**config.mk**
```make
export PLATFORM = sky130hd
export DESIGN_NAME = lockway_victim_sel
export DESIGN_NICKNAME = d
export VERILOG_FILES = /design/src/rtl/lockway_pkg.sv /design/src/rtl/lockway_ctrl_reg.sv /design/src/rtl/lockway_lru_pick.sv /design/src/rtl/lockway_policy.sv /design/src/rtl/lockway_victim_sel.sv
export SDC_FILE = /design/constraint.sdc
export NUM_CORES = 1
export LEC_CHECK = 0
export BUFFER_PORTS_ARGS = -buffer_cell sky130_fd_sc_hd__clkbuf_2
export CAP_MARGIN = 40
export CORE_MARGIN = 5
export CORE_UTILIZATION = 36
export DETAILED_ROUTE_END_ITERATION = 10
export PLACE_DENSITY = 0.87
export SLEW_MARGIN = 20
export SYNTH_ARGS = -nofsm -noshare
export SYNTH_HDL_FRONTEND = slang
export SYNTH_SLANG_ARGS = --single-unit
```
**constraint.sdc**
```tcl
create_clock -name clk -period 2.9 [get_ports clk]
set_clock_uncertainty 0.05 [all_clocks]
set_input_delay 0.58 -clock clk [delete_from_list [all_inputs] [get_ports clk]]
set_output_delay 0.58 -clock clk [all_outputs]
set_load 0.005 [all_outputs]
```
**src/rtl/lockway_pkg.sv**
```systemverilog
package lockway_pkg;

   // Decoded view of the writable control bits
   typedef struct packed {
      logic en;        // global lock switch
      logic hi_load;   // top way: prefetch may load into it
      logic hi_lock;   // top way: excluded from normal replacement
      logic lo_load;   // second-top way: prefetch may load into it
      logic lo_lock;   // second-top way: excluded from normal replacement
   } lock_cfg_t;

   typedef enum logic [1:0] {
      SRC_KEEP   = 2'd0,
      SRC_FORCED = 2'd1,
      SRC_RECENT = 2'd2
   } way_src_e;

endpackage

```
**src/rtl/lockway_ctrl_reg.sv**
```systemverilog
module lockway_ctrl_reg
   import lockway_pkg::*;
#(
   parameter int REG_W    = 32,
   parameter int EN_POS   = 16,
   parameter int HILD_POS = 9,
   parameter int HILK_POS = 8,
   parameter int LOLD_POS = 1,
   parameter int LOLK_POS = 0
) (
   input  logic             clk,
   input  logic             rst_n,
   input  logic             wr_en,
   input  logic [REG_W-1:0] wdata,
   output logic [REG_W-1:0] rdata,
   output lock_cfg_t        cfg
);

   localparam logic [REG_W-1:0] WMASK =
      (REG_W'(1) << EN_POS)   | (REG_W'(1) << HILD_POS) |
      (REG_W'(1) << HILK_POS) | (REG_W'(1) << LOLD_POS) |
      (REG_W'(1) << LOLK_POS);

   generate
      if (EN_POS >= REG_W || HILD_POS >= REG_W || HILK_POS >= REG_W ||
          LOLD_POS >= REG_W || LOLK_POS >= REG_W) begin : g_bad_pos
         $error("lockway_ctrl_reg: bit position beyond register width");
      end
      if ($countones(WMASK) != 5) begin : g_bad_overlap
         $error("lockway_ctrl_reg: control bit positions overlap");
      end
   endgenerate

   lock_cfg_t cfg_q;

   always_ff @(posedge clk) begin
      if (!rst_n) begin
         cfg_q <= '0;
      end else if (wr_en) begin
         cfg_q.en      <= wdata[EN_POS];
         cfg_q.hi_load <= wdata[HILD_POS];
         cfg_q.hi_lock <= wdata[HILK_POS];
         cfg_q.lo_load <= wdata[LOLD_POS];
         cfg_q.lo_lock <= wdata[LOLK_POS];
      end
   end

   always_comb begin
      rdata           = '0;
      rdata[EN_POS]   = cfg_q.en;
      rdata[HILD_POS] = cfg_q.hi_load;
      rdata[HILK_POS] = cfg_q.hi_lock;
      rdata[LOLD_POS] = cfg_q.lo_load;
      rdata[LOLK_POS] = cfg_q.lo_lock;
   end

   assign cfg = cfg_q;

   AST_CFG_WRITE: assert property (@(posedge clk) disable iff (!rst_n)
      wr_en |=> (rdata == ($past(wdata) & WMASK)));
   AST_CFG_HOLD: assert property (@(posedge clk) disable iff (!rst_n)
      !wr_en |=> $stable(rdata));
   AST_CFG_RO_ZERO: assert property (@(posedge clk) disable iff (!rst_n)
      (rdata & ~WMASK) == '0);

endmodule

```
**src/rtl/lockway_lru_pick.sv**
```systemverilog
module lockway_lru_pick #(
   parameter int NUM_WAYS = 4,
   parameter int WAY_W    = $clog2(NUM_WAYS)
) (
   input  logic [NUM_WAYS*WAY_W-1:0] order,
   input  logic [NUM_WAYS-1:0]       allow,
   output logic [WAY_W-1:0]          way,
   output logic                      found
);

   generate
      if (NUM_WAYS < 2 || (1 << WAY_W) < NUM_WAYS) begin : g_bad_geom
         $error("lockway_lru_pick: way index too narrow for way count");
      end
   endgenerate

   logic [NUM_WAYS-1:0] cand;
   logic [WAY_W-1:0]    entry [NUM_WAYS];

   // One candidate flag per recency entry
   genvar gi;
   generate
      for (gi = 0; gi < NUM_WAYS; gi++) begin : g_entry
         assign entry[gi] = order[gi*WAY_W +: WAY_W];
         assign cand[gi]  = allow[entry[gi]];
      end
   endgenerate

   // Lowest entry (least recent) wins
   always_comb begin
      way   = '0;
      found = 1'b0;
      for (int i = NUM_WAYS - 1; i >= 0; i--) begin
         if (cand[i]) begin
            way   = entry[i];
            found = 1'b1;
         end
      end
   end

endmodule

```
**src/rtl/lockway_policy.sv**
```systemverilog
module lockway_policy
   import lockway_pkg::*;
#(
   parameter int NUM_WAYS = 4,
   parameter int WAY_W    = $clog2(NUM_WAYS),
   parameter bit HI_FIRST = 1'b1
) (
   input  lock_cfg_t                 cfg,
   input  logic                      valid,
   input  logic                      is_pref,
   input  logic                      hit,
   input  logic [WAY_W-1:0]          hit_way,
   input  logic [NUM_WAYS*WAY_W-1:0] order,
   output logic                      fill_need,
   output logic [WAY_W-1:0]          fill_way,
   output way_src_e                  src
);

   localparam int HI_WAY = NUM_WAYS - 1;
   localparam int LO_WAY = NUM_WAYS - 2;
   localparam logic [WAY_W-1:0] HI_IDX = WAY_W'(HI_WAY);
   localparam logic [WAY_W-1:0] LO_IDX = WAY_W'(LO_WAY);

   logic [NUM_WAYS-1:0] locked;
   logic [NUM_WAYS-1:0] allow;

   // Only the two top ways carry lock bits
   genvar gw;
   generate
      for (gw = 0; gw < NUM_WAYS; gw++) begin : g_lock
         if (gw == HI_WAY) begin : g_hi
            assign locked[gw] = cfg.en & cfg.hi_lock;
         end else if (gw == LO_WAY) begin : g_lo
            assign locked[gw] = cfg.en & cfg.lo_lock;
         end else begin : g_free
            assign locked[gw] = 1'b0;
         end
      end
   endgenerate

   assign allow = ~locked;

   logic [WAY_W-1:0] pick_way;
   logic             pick_found;

   lockway_lru_pick #(
      .NUM_WAYS (NUM_WAYS),
      .WAY_W    (WAY_W)
   ) u_pick (
      .order (order),
      .allow (allow),
      .way   (pick_way),
      .found (pick_found)
   );

   logic             hi_force;
   logic             lo_force;
   logic             any_force;
   logic [WAY_W-1:0] force_way;

   assign hi_force  = cfg.en & is_pref & cfg.hi_load & cfg.hi_lock;
   assign lo_force  = cfg.en & is_pref & cfg.lo_load & cfg.lo_lock;
   assign any_force = hi_force | lo_force;

   // Priority when both pairs are set (disallowed setting)
   generate
      if (HI_FIRST) begin : g_hi_first
         assign force_way = hi_force ? HI_IDX : LO_IDX;
      end else begin : g_lo_first
         assign force_way = lo_force ? LO_IDX : HI_IDX;
      end
   endgenerate

   always_comb begin
      if (hit) begin
         src = SRC_KEEP;
      end else if (any_force) begin
         src = SRC_FORCED;
      end else begin
         src = SRC_RECENT;
      end
   end

   always_comb begin
      fill_need = valid & ~hit;
      unique case (src)
         SRC_KEEP:   fill_way = hit_way;
         SRC_FORCED: fill_way = force_way;
         default:    fill_way = pick_found ? pick_way : '0;
      endcase
   end

endmodule

```
**src/rtl/lockway_victim_sel.sv**
```systemverilog
module lockway_victim_sel
   import lockway_pkg::*;
#(
   parameter int NUM_WAYS = 4,
   parameter int REG_W    = 32,
   parameter bit HI_FIRST = 1'b1,
   localparam int WAY_W   = $clog2(NUM_WAYS),
   localparam int ORD_W   = NUM_WAYS * WAY_W
) (
   input  logic             clk,
   input  logic             rst_n,
   input  logic             cfg_wr_en,
   input  logic [REG_W-1:0] cfg_wdata,
   output logic [REG_W-1:0] cfg_rdata,
   input  logic             acc_valid,
   input  logic             acc_is_pref,
   input  logic             acc_hit,
   input  logic [WAY_W-1:0] acc_hit_way,
   input  logic [ORD_W-1:0] lru_order,
   output logic             fill_need,
   output logic [WAY_W-1:0] fill_way,
   output logic             res_valid,
   output logic             res_fill,
   output logic [WAY_W-1:0] res_way
);

   generate
      if (NUM_WAYS != 4) begin : g_bad_ways
         $error("lockway_victim_sel: control layout fixes the way count at 4");
      end
      if (REG_W < 17) begin : g_bad_reg
         $error("lockway_victim_sel: register narrower than lock switch position");
      end
   endgenerate

   lock_cfg_t cfg;
   way_src_e  src;

   lockway_ctrl_reg #(
      .REG_W    (REG_W),
      .EN_POS   (16),
      .HILD_POS (9),
      .HILK_POS (8),
      .LOLD_POS (1),
      .LOLK_POS (0)
   ) u_reg (
      .clk   (clk),
      .rst_n (rst_n),
      .wr_en (cfg_wr_en),
      .wdata (cfg_wdata),
      .rdata (cfg_rdata),
      .cfg   (cfg)
   );

   lockway_policy #(
      .NUM_WAYS (NUM_WAYS),
      .WAY_W    (WAY_W),
      .HI_FIRST (HI_FIRST)
   ) u_policy (
      .cfg       (cfg),
      .valid     (acc_valid),
      .is_pref   (acc_is_pref),
      .hit       (acc_hit),
      .hit_way   (acc_hit_way),
      .order     (lru_order),
      .fill_need (fill_need),
      .fill_way  (fill_way),
      .src       (src)
   );

   always_ff @(posedge clk) begin
      if (!rst_n) begin
         res_valid <= 1'b0;
         res_fill  <= 1'b0;
         res_way   <= '0;
      end else begin
         res_valid <= acc_valid;
         res_fill  <= acc_valid & fill_need;
         res_way   <= acc_valid ? fill_way : '0;
      end
   end

   localparam logic [WAY_W-1:0] TOP = WAY_W'(NUM_WAYS - 1);
   localparam logic [WAY_W-1:0] SEC = WAY_W'(NUM_WAYS - 2);

   AST_RESET_IDLE: assert property (@(posedge clk)
      !rst_n |=> (!res_valid && cfg_rdata == '0));
   AST_HIT_KEEPS: assert property (@(posedge clk) disable iff (!rst_n)
      (acc_valid && acc_hit) |-> (!fill_need && fill_way == acc_hit_way));
   AST_OFF_LRU: assert property (@(posedge clk) disable iff (!rst_n)
      (acc_valid && !acc_hit && !cfg_rdata[16]) |-> (fill_way == lru_order[1:0]));
   AST_TOP_SHIELDED: assert property (@(posedge clk) disable iff (!rst_n)
      (acc_valid && !acc_hit && !acc_is_pref && cfg_rdata[16] && cfg_rdata[8])
      |-> (fill_way != TOP));
   AST_SEC_SHIELDED: assert property (@(posedge clk) disable iff (!rst_n)
      (acc_valid && !acc_hit && !acc_is_pref && cfg_rdata[16] && cfg_rdata[0])
      |-> (fill_way != SEC));
   AST_PREF_TOP: assert property (@(posedge clk) disable iff (!rst_n)
      (acc_valid && !acc_hit && acc_is_pref && cfg_rdata[16] && cfg_rdata[9] &&
       cfg_rdata[8] && HI_FIRST) |-> (fill_way == TOP));
   AST_STROBE_ON: assert property (@(posedge clk) disable iff (!rst_n)
      acc_valid |=> (res_valid && res_fill == $past(fill_need)
                     && res_way == $past(fill_way)));
   AST_STROBE_OFF: assert property (@(posedge clk) disable iff (!rst_n)
      !acc_valid |=> !res_valid);

endmodule

```
==> summary.txt, run 1 <==
Clocking
  – Clock buffer count from CTS: 3
  – CTS tree: yes
  – CTS Sinks: 9
  – Worst-Skew Late Latency: 0.26 ns
  – Clock Path Buffers: 2
  – H-Tree Depth: 1
  – Clock Tree Root: clkbuf_4
  – Cts repair resizes: 0
  – Post-CTS setup buffers: 0
  – Post-CTS Hold Buffers: 0
  – Clock transition at the registers of the reported paths: 0.05 ns

Drt
  – Pre-antenna DRT Iters: 4
  – Initial DRC Count: 8
  – Post-DRT Antenna Nets: 0
  – DR DRC count: 0
  – Via count: 683
  – Vias per cell: 4.378
  – Final WL: 1732 µm
  – WL/cell: 11.10 µm

Layout
  – Area occupied by multi-input gates: 462.9 µm²
  – # diodes: 0
  – P&R area growth vs syn: 10.81%
  – Fill count: 245
  – Register area: 180.2 µm²
  – Finished Cell Area: 872.1 µm²
  – Fraction of layout instances using a drive strength above 1: 30.47%
  – Final nets: 177

Yosys
  – Synth warnings: 0
  – Number of enable flip-flop cells after synthesis: 0
  – Commonest cells in the netlist: 27 x buf_4, 9 x dfxtp_1, 9 x mux2i_1, 9 x nor2_1, 7 x nor2b_1
  – Synthesized flop and latch total: 9
  – Synth area leaders: buf_4 26%, dfxtp_1 23%, mux2i_1 11%, nor2b_1 5.6%, nor2_1 4.3%
  – Avg Cell Area, Syn: 8.113 µm²
  – Yosys top cell area share: 25.76%
  – Count leader, synth: buf_4
  – Sequential-to-total area share from yosys stat: 22.89%
  – Synthesized instance count: 97
  – Post-synthesis cell type count: 27
  – Ys flop type: dfxtp_1
  – Post-synth top area cell: buf_4
  – Synth async-reset ratio: 0%
  – Mapped Area: 787.0 µm²

Floorplanning
  – Die area: 3221 µm²
  – Die Wd: 56.76 µm
  – Starting Density: 36.63%
  – Core Area: 2148 µm²
  – Top-level I/O count: 87
  – FP Rows: 17
  – Die Y: 56.76 µm

Global route
  – Pin count of the biggest net entering global routing: 13
  – GRT busiest layer: met2
  – Met1 Use GR: 12.94%
  – M3 GR Usage: 2.299%
  – Grt total ovfl: 0
  – Tot GR Track Use: 10.03%
  – Initial antenna violation count: 0
  – Number of global-route vias before repair: 619
  – First-pass GRT wire length: 2601 µm
  – Met2 Usage GRT: 16.01%

STA
  – Unrepaired setup endpoints after global routing: false
  – Setup_tns: 0 ns
  – Tcrit/Tclk final: 84.99%
  – Setup WS post-layout: 0.4352 ns
  – Tmin final: 2.465 ns
  – Final setup fails: 0
  – Pins Over Slew Limit: 0
  – Final Hold Viols: 0
  – Peak Freq: 0.4057 GHz

Critical path
  – WP buf/inv: 1
  – FF-to-FF End: res_way[0]
  – Worst EP required: 2.27 ns
  – R2R setup slack: 1.27 ns
  – Startpoint Class: flip-flop
  – Worst setup path start: u_reg.cfg[0]
  – R2R depth: 5
  – Largest stage delay on the critical path: 0.54 ns
  – CP Capture Type: primary output
  – CP Capture Point: fill_way[0]
  – Crit-path cells: mux2i_1 -> o21a_1 -> a2111oi_2 -> o211a_1 -> nor2_1 -> clkbuf_2
  – Crit path kind: reg2out
  – CP top delay family: compound AO/OA/AOI/OAI gates
  – RR Startpoint: u_reg.cfg[0]
  – Arrival time at the worst endpoint: 1.83 ns
  – Worst path slowest cell: dfxtp_1
  – Crit path depth: 6
  – CP max FO: 10

Placed design
  – Placed Area: 845.8 µm²
  – Post-Place Setup Slack: 0.5285 ns
  – IO buf count: 32
  – Final weighted congestion in routability-driven placement: 0.8169
  – Detail Placement HPWL: 1478 µm

Min path
  – Hold/Removal Path Class: reg2reg
  – HP Start: u_reg.cfg[3]

Power and ir drop
  – Gate power share: 22.9%
  – Switching power: 88.31 µW
  – Sequential power share: 46.2%
  – Sw frac: 29.17%
  – Leak: 0.0004550 µW
  – Power Density: 347.2 nW/µm²
  – Peak supply drop: 0.0002608 V
  – Clk pwr share: 30.9%
  – Internal Power: 214.5 µW

Outcome
  – Status: completed

Flow run
  – Max cap viols: 0
==> power groups by stage <==
stage	registers (µW)	logic [µW]	clock network, µW
after floorplan	137	69.7	0
after global placement	142	66.8	0
after detailed placement	142	68.9	0
after CTS	140	69.1	99.1
after global routing	141	78.5	102
final	140	69.4	93.4
==> worst min path at each step <==
stage / to / slack (ns) / cells past startpoint
floorplan: u_reg.cfg[3] / 0.47 / 2
global placement: u_reg.cfg[1] / 0.48 / 2
detailed placement: u_reg.cfg[3] / 0.50 / 2
CTS: u_reg.cfg[3] / 0.51 / 2
global route: u_reg.cfg[1] / 0.53 / 2
finish: u_reg.cfg[3] / 0.51 / 2
==> per-layer routing <==
| layer | vias up | wire [µm] |
|---|---|---|
| met5 | - | 0 |
| met4 | 0 | 18 |
| met3 | 2 | 180 |
| met2 | 36 | 800 |
| met1 | 304 | 732 |
| li1 | 341 | - |
==> kinds of logic (layout without fill, tap and decap cells) <==
group                  after synthesis  count (layout)  synth area share [%]
multiplexers                         9               9                 11.45
buffers and inverters               33              38                 30.68
flip-flops                           9               9                 22.89
other                                1              27                0.4765
AO/OA/AOI/OAI                       16              16                 16.21
AND/OR/NAND/NOR                     29              29                 18.28
==> registers in the layout, indices dropped and copies added, names as in the netlist <==
name	flops
res_fill	1
u_reg.cfg	5
res_way	2
res_valid	1
==> placed cells by master, fill, tap and decap left out, types with 2 or more instances in the layout <==
cell type	synthesis	final
dfxtp_1	9	9
nor2_1	9	9
conb_1	1	27
a21boi_0	2	2
nor3_1	2	2
nor2b_1	7	7
clkbuf_2	0	32
a31oi_1	2	2
a21oi_1	5	5
mux2i_1	9	9
clkbuf_4	0	3
nand2_1	5	5
nand4_1	2	2
inv_1	2	2
==> area by class of cell <==
type / count / area share [%]
tap: 28 / 4.017
sequential: 9 / 20.66
clock buffer: 4 / 3.013
multi-input combinational: 81 / 53.08
inverter: 2 / 0.8608
timing repair buffer: 32 / 18.36
==> worst reg2reg max path: cells and delay by family (launching register included) <==
| kind | cells | cell delay [ns] |
|---|---|---|
| flops | 1 | 0.54 |
| mux | 1 | 0.15 |
| simple gates | 1 | 0.05 |
| compound gates | 3 | 0.74 |
==> through the flow <==
step	hold WS [ns]	power [µW]	cells	utilization (%)
after floorplan	0.4749	207.1	123	-
after global placement	0.4849	208.9	152	39.37
after detailed placement	0.5026	211.3	152	39.37
after CTS	0.5068	307.8	156	40.59
after global routing	0.5338	321.8	156	40.59
final	0.5074	302.8	156	40.59
(Power assumes the default switching activity.)
==> run 2: changes to the inputs <==
ABC_AREA = 1   (was default)
CORE_UTILIZATION = 32   (was 36)
PLACE_DENSITY = 0.82   (was 0.87)
clock period = 2.6 ns   (was 2.9 ns; I/O delays follow)
==> run 2 against run 1 <==
  * Register-to-register slack got worse by 0.11 ns
  * Clock-buffer cell count did not move
  * Clock power rose by 10%
  * Die area rose by 3.1%
  * First-iteration DRC count fell by 38%
  * Critical path depth rose by 2
  * Largest cell class unchanged
==> summary.txt, run 2 <==
Layout
  – Fraction of layout instances using a drive strength above 1: 26.67% (-3.8 points)
  – Most frequent cells in the layout: 32 x clkbuf_2, 27 x conb_1, 20 x nand2_1
  – Most common library cell in the layout ignoring fill and taps: clkbuf_2
  – Number of flip-flops under the largest register name: 5 (unchanged)
  – P&R area growth vs syn: 16.03%
  – # diodes: 0 (unchanged)
  – Fill count: 250 (+2.0%)
  – Finished Cell Area: 842.1 µm² (-3.4%)
  – Register area: 180.2 µm² (unchanged)
  – Area occupied by multi-input gates: 391.6 µm² (-15%)
  – Non-filler cells, final: 178 (+14%)
  – Final nets: 199 (+12%)

Drt
  – Final WL: 1593 µm (-8.0%)
  – Post-DRT Antenna Nets: 0 (unchanged)
  – Pre-antenna DRT Iters: 4 (unchanged)
  – Vias per cell: 3.916 (-11%)
  – Initial DRC Count: 5 (-3)
  – Via count: 697 (+2.0%)
  – WL/cell: 8.949 µm (-19%)
  – DR DRC count: 0 (unchanged)

Global route
  – Grt total ovfl: 0 (unchanged)
  – Number of global-route vias before repair: 623 (+0.65%)
  – Pin count of the biggest net entering global routing: 8 (-5)
  – Initial antenna violation count: 0 (unchanged)
  – Tot GR Track Use: 9.224% (-0.81 points)
  – First-pass GRT wire length: 2421 µm (-6.9%)

Floorplanning
  – Starting Density: 33.12% (-3.5 points)
  – FP Rows: 17 (unchanged)
  – Die Wd: 57.62 µm (+1.5%)
  – Top-level I/O count: 87 (unchanged)
  – Die area: 3320 µm² (+3.1%)
  – Core Area: 2191 µm² (+2.0%)
  – Die Y: 57.62 µm (+1.5%)

STA
  – Tcrit/Tclk final: 85.29%
  – Final setup fails: 0 (unchanged)
  – Unrepaired setup endpoints after global routing: false
  – Peak Freq: 0.4509 GHz
  – Final Hold Viols: 0 (unchanged)
  – Setup WS post-layout: 0.3824 ns (-0.05279 ns)
  – Tmin final: 2.218 ns
  – Setup_tns: 0 ns (unchanged)
  – Pins Over Slew Limit: 0 (unchanged)

Clocking
  – Clock Path Buffers: 2 (unchanged)
  – Post-CTS Hold Buffers: 0 (unchanged)
  – CTS Sinks: 9 (unchanged)
  – Clock Tree Root: clkbuf_4
  – H-Tree Depth: 1 (unchanged)
  – CTS tree: yes
  – Clock transition at the registers of the reported paths: 0.06 ns (about the same)
  – Post-CTS setup buffers: 0 (unchanged)
  – Clock buffer count from CTS: 3 (unchanged)
  – Worst-Skew Late Latency: 0.25 ns (about the same)
  – Cts repair resizes: 0 (unchanged)

Yosys
  – Simple-gate share of the synthesized area: 30.52% (+12 points)
  – Synth area leaders: buf_4 28%, dfxtp_1 25%, nand2_1 10%, nor2_1 9.8%, inv_1 6.7%
  – Number of enable flip-flop cells after synthesis: 0 (unchanged)
  – Post-synthesis adder-cell area fraction: 0% (unchanged)
  – Mux cell area share after synthesis: 0% (-11 points)
  – Commonest cells in the netlist: 27 x buf_4, 20 x nand2_1, 19 x nor2_1
  – Synth async-reset ratio: 0% (unchanged)
  – Synth warnings: 0 (unchanged)
  – Yosys top cell area share: 27.93% (+2.2 points)
  – Post-synthesis cell type count: 14 (-48%)
  – Synthesized instance count: 115 (+19%)
  – Synthesized flop and latch total: 9 (unchanged)
  – Post-synth top area cell: buf_4
  – Ys flop type: dfxtp_1
  – Mapped Area: 725.7 µm² (-7.8%)
  – Compound-Gate Fraction of Synth Area: 9.483% (-6.7 points)
  – Largest family of logic cells by synthesized area: buffers and inverters
  – Sequential-to-total area share from yosys stat: 24.83% (+1.9 points)
  – Post-Synth XOR/XNOR Area: 0% (unchanged)
  – Avg Cell Area, Syn: 6.310 µm² (-22%)
  – Count leader, synth: buf_4

Critical path
  – Startpoint Class: flip-flop
  – CP Capture Type: primary output
  – Worst EP required: 2.03 ns (-0.24 ns)
  – Crit path kind: reg2out
  – R2R setup slack: 1.16 ns (-0.11 ns)
  – CP max FO: 7 (-3)
  – Arrival time at the worst endpoint: 1.65 ns (-0.18 ns)

Placed design
  – Final weighted congestion in routability-driven placement: 0.7204 (-12%)
  – Placed Area: 815.8 µm² (-3.6%)
  – Post-Place Setup Slack: 0.5461 ns (+0.01756 ns)
  – Detail Placement HPWL: 1442 µm (-2.4%)
  – Cells after DPL: 174 (+14%)
  – IO buf count: 32 (unchanged)

Outcome
  – Status: completed

Power and ir drop
  – Peak supply drop: 0.0001974 V (-24%)
  – Leak: 0.0005240 µW (+15%)
  – Power Density: 396.6 nW/µm² (+14%)
  – Post-layout total power: 334.0 µW (+10%)

Flow run
  – Max cap viols: 0 (unchanged)

Min path
  – Hold/Removal Path Class: in2reg
-- run 2: cell types whose count changed in the layout (fill, tap and decap cells not counted), moves of 2 or more --
cell / change
nand2_1: +15
inv_1: +11
nor2_1: +10
nand3_1: +8
nand2_2: +2
nor2b_1: -7
nor3_1: -2
a21boi_0: -2
a31oi_1: -2
nand4_1: -2
mux2i_1: -9
o21ai_0: +6
-- run 2: through the flow --
step | utilization [%] | hold WS (ns)
2_1_floorplan | - | 0.4600
3_3_place_gp | 37.24 | 0.4730
3_5_place_dp | 37.24 | 0.4680
4_1_cts | 38.44 | 0.3960
5_1_grt | 38.44 | 0.4033
6_report | 38.44 | 0.4079
-- run 2: cell families after synthesis --
kind of cell,Yosys count
AO/OA/AOI/OAI,13
flip-flops,9
other,1
buffers and inverters,40
AND/OR/NAND/NOR,52
-- run 2: path summary, 6_finish.rpt --
path	startpoint	end	cells past startpoint
max reg2reg	u_reg.cfg[4]	res_way[0]	7
max	u_reg.cfg[4]	fill_way[0]	8
min	acc_hit	res_fill	2
min reg2reg	u_reg.cfg[3]	u_reg.cfg[3]	2
-- run 2: layout make-up --
type,count,share of cell area [%]
Multi-Input combinational cell,92,46.51
Sequential cell,9,21.40
Timing Repair Buffer,32,19.02
Inverter,13,5.795
Tap cell,28,4.160
Clock buffer,4,3.120
-- run 2: power by group --
group          switching [µW]  total [µW]  leakage (µW)  internal (µW)
Clock                    44.3         103     0.0000150           58.9
Sequential               6.81         153     0.0000746            146
Combinational            45.9        77.6      0.000434           31.6
-- run 2: worst max-delay path: stages, from the launching register on --
cell      delay [ns]
dfxtp_1         0.44
nand2_1         0.15
nand2_2         0.10
nand3_2         0.08
or2_0           0.22
o21ai_1         0.13
nand2_1         0.09
nand2_1         0.07
clkbuf_2        0.11
-- run 2: layer usage --
metal / wire length (µm) / GRT usage (%) / up-vias
met4: 23 / 5.960 / 0
met3: 147 / 1.782 / 2
met1: 636 / 11.41 / 288
met2: 786 / 14.52 / 34
met5: 0 / 0 / -
li1: - / - / 373
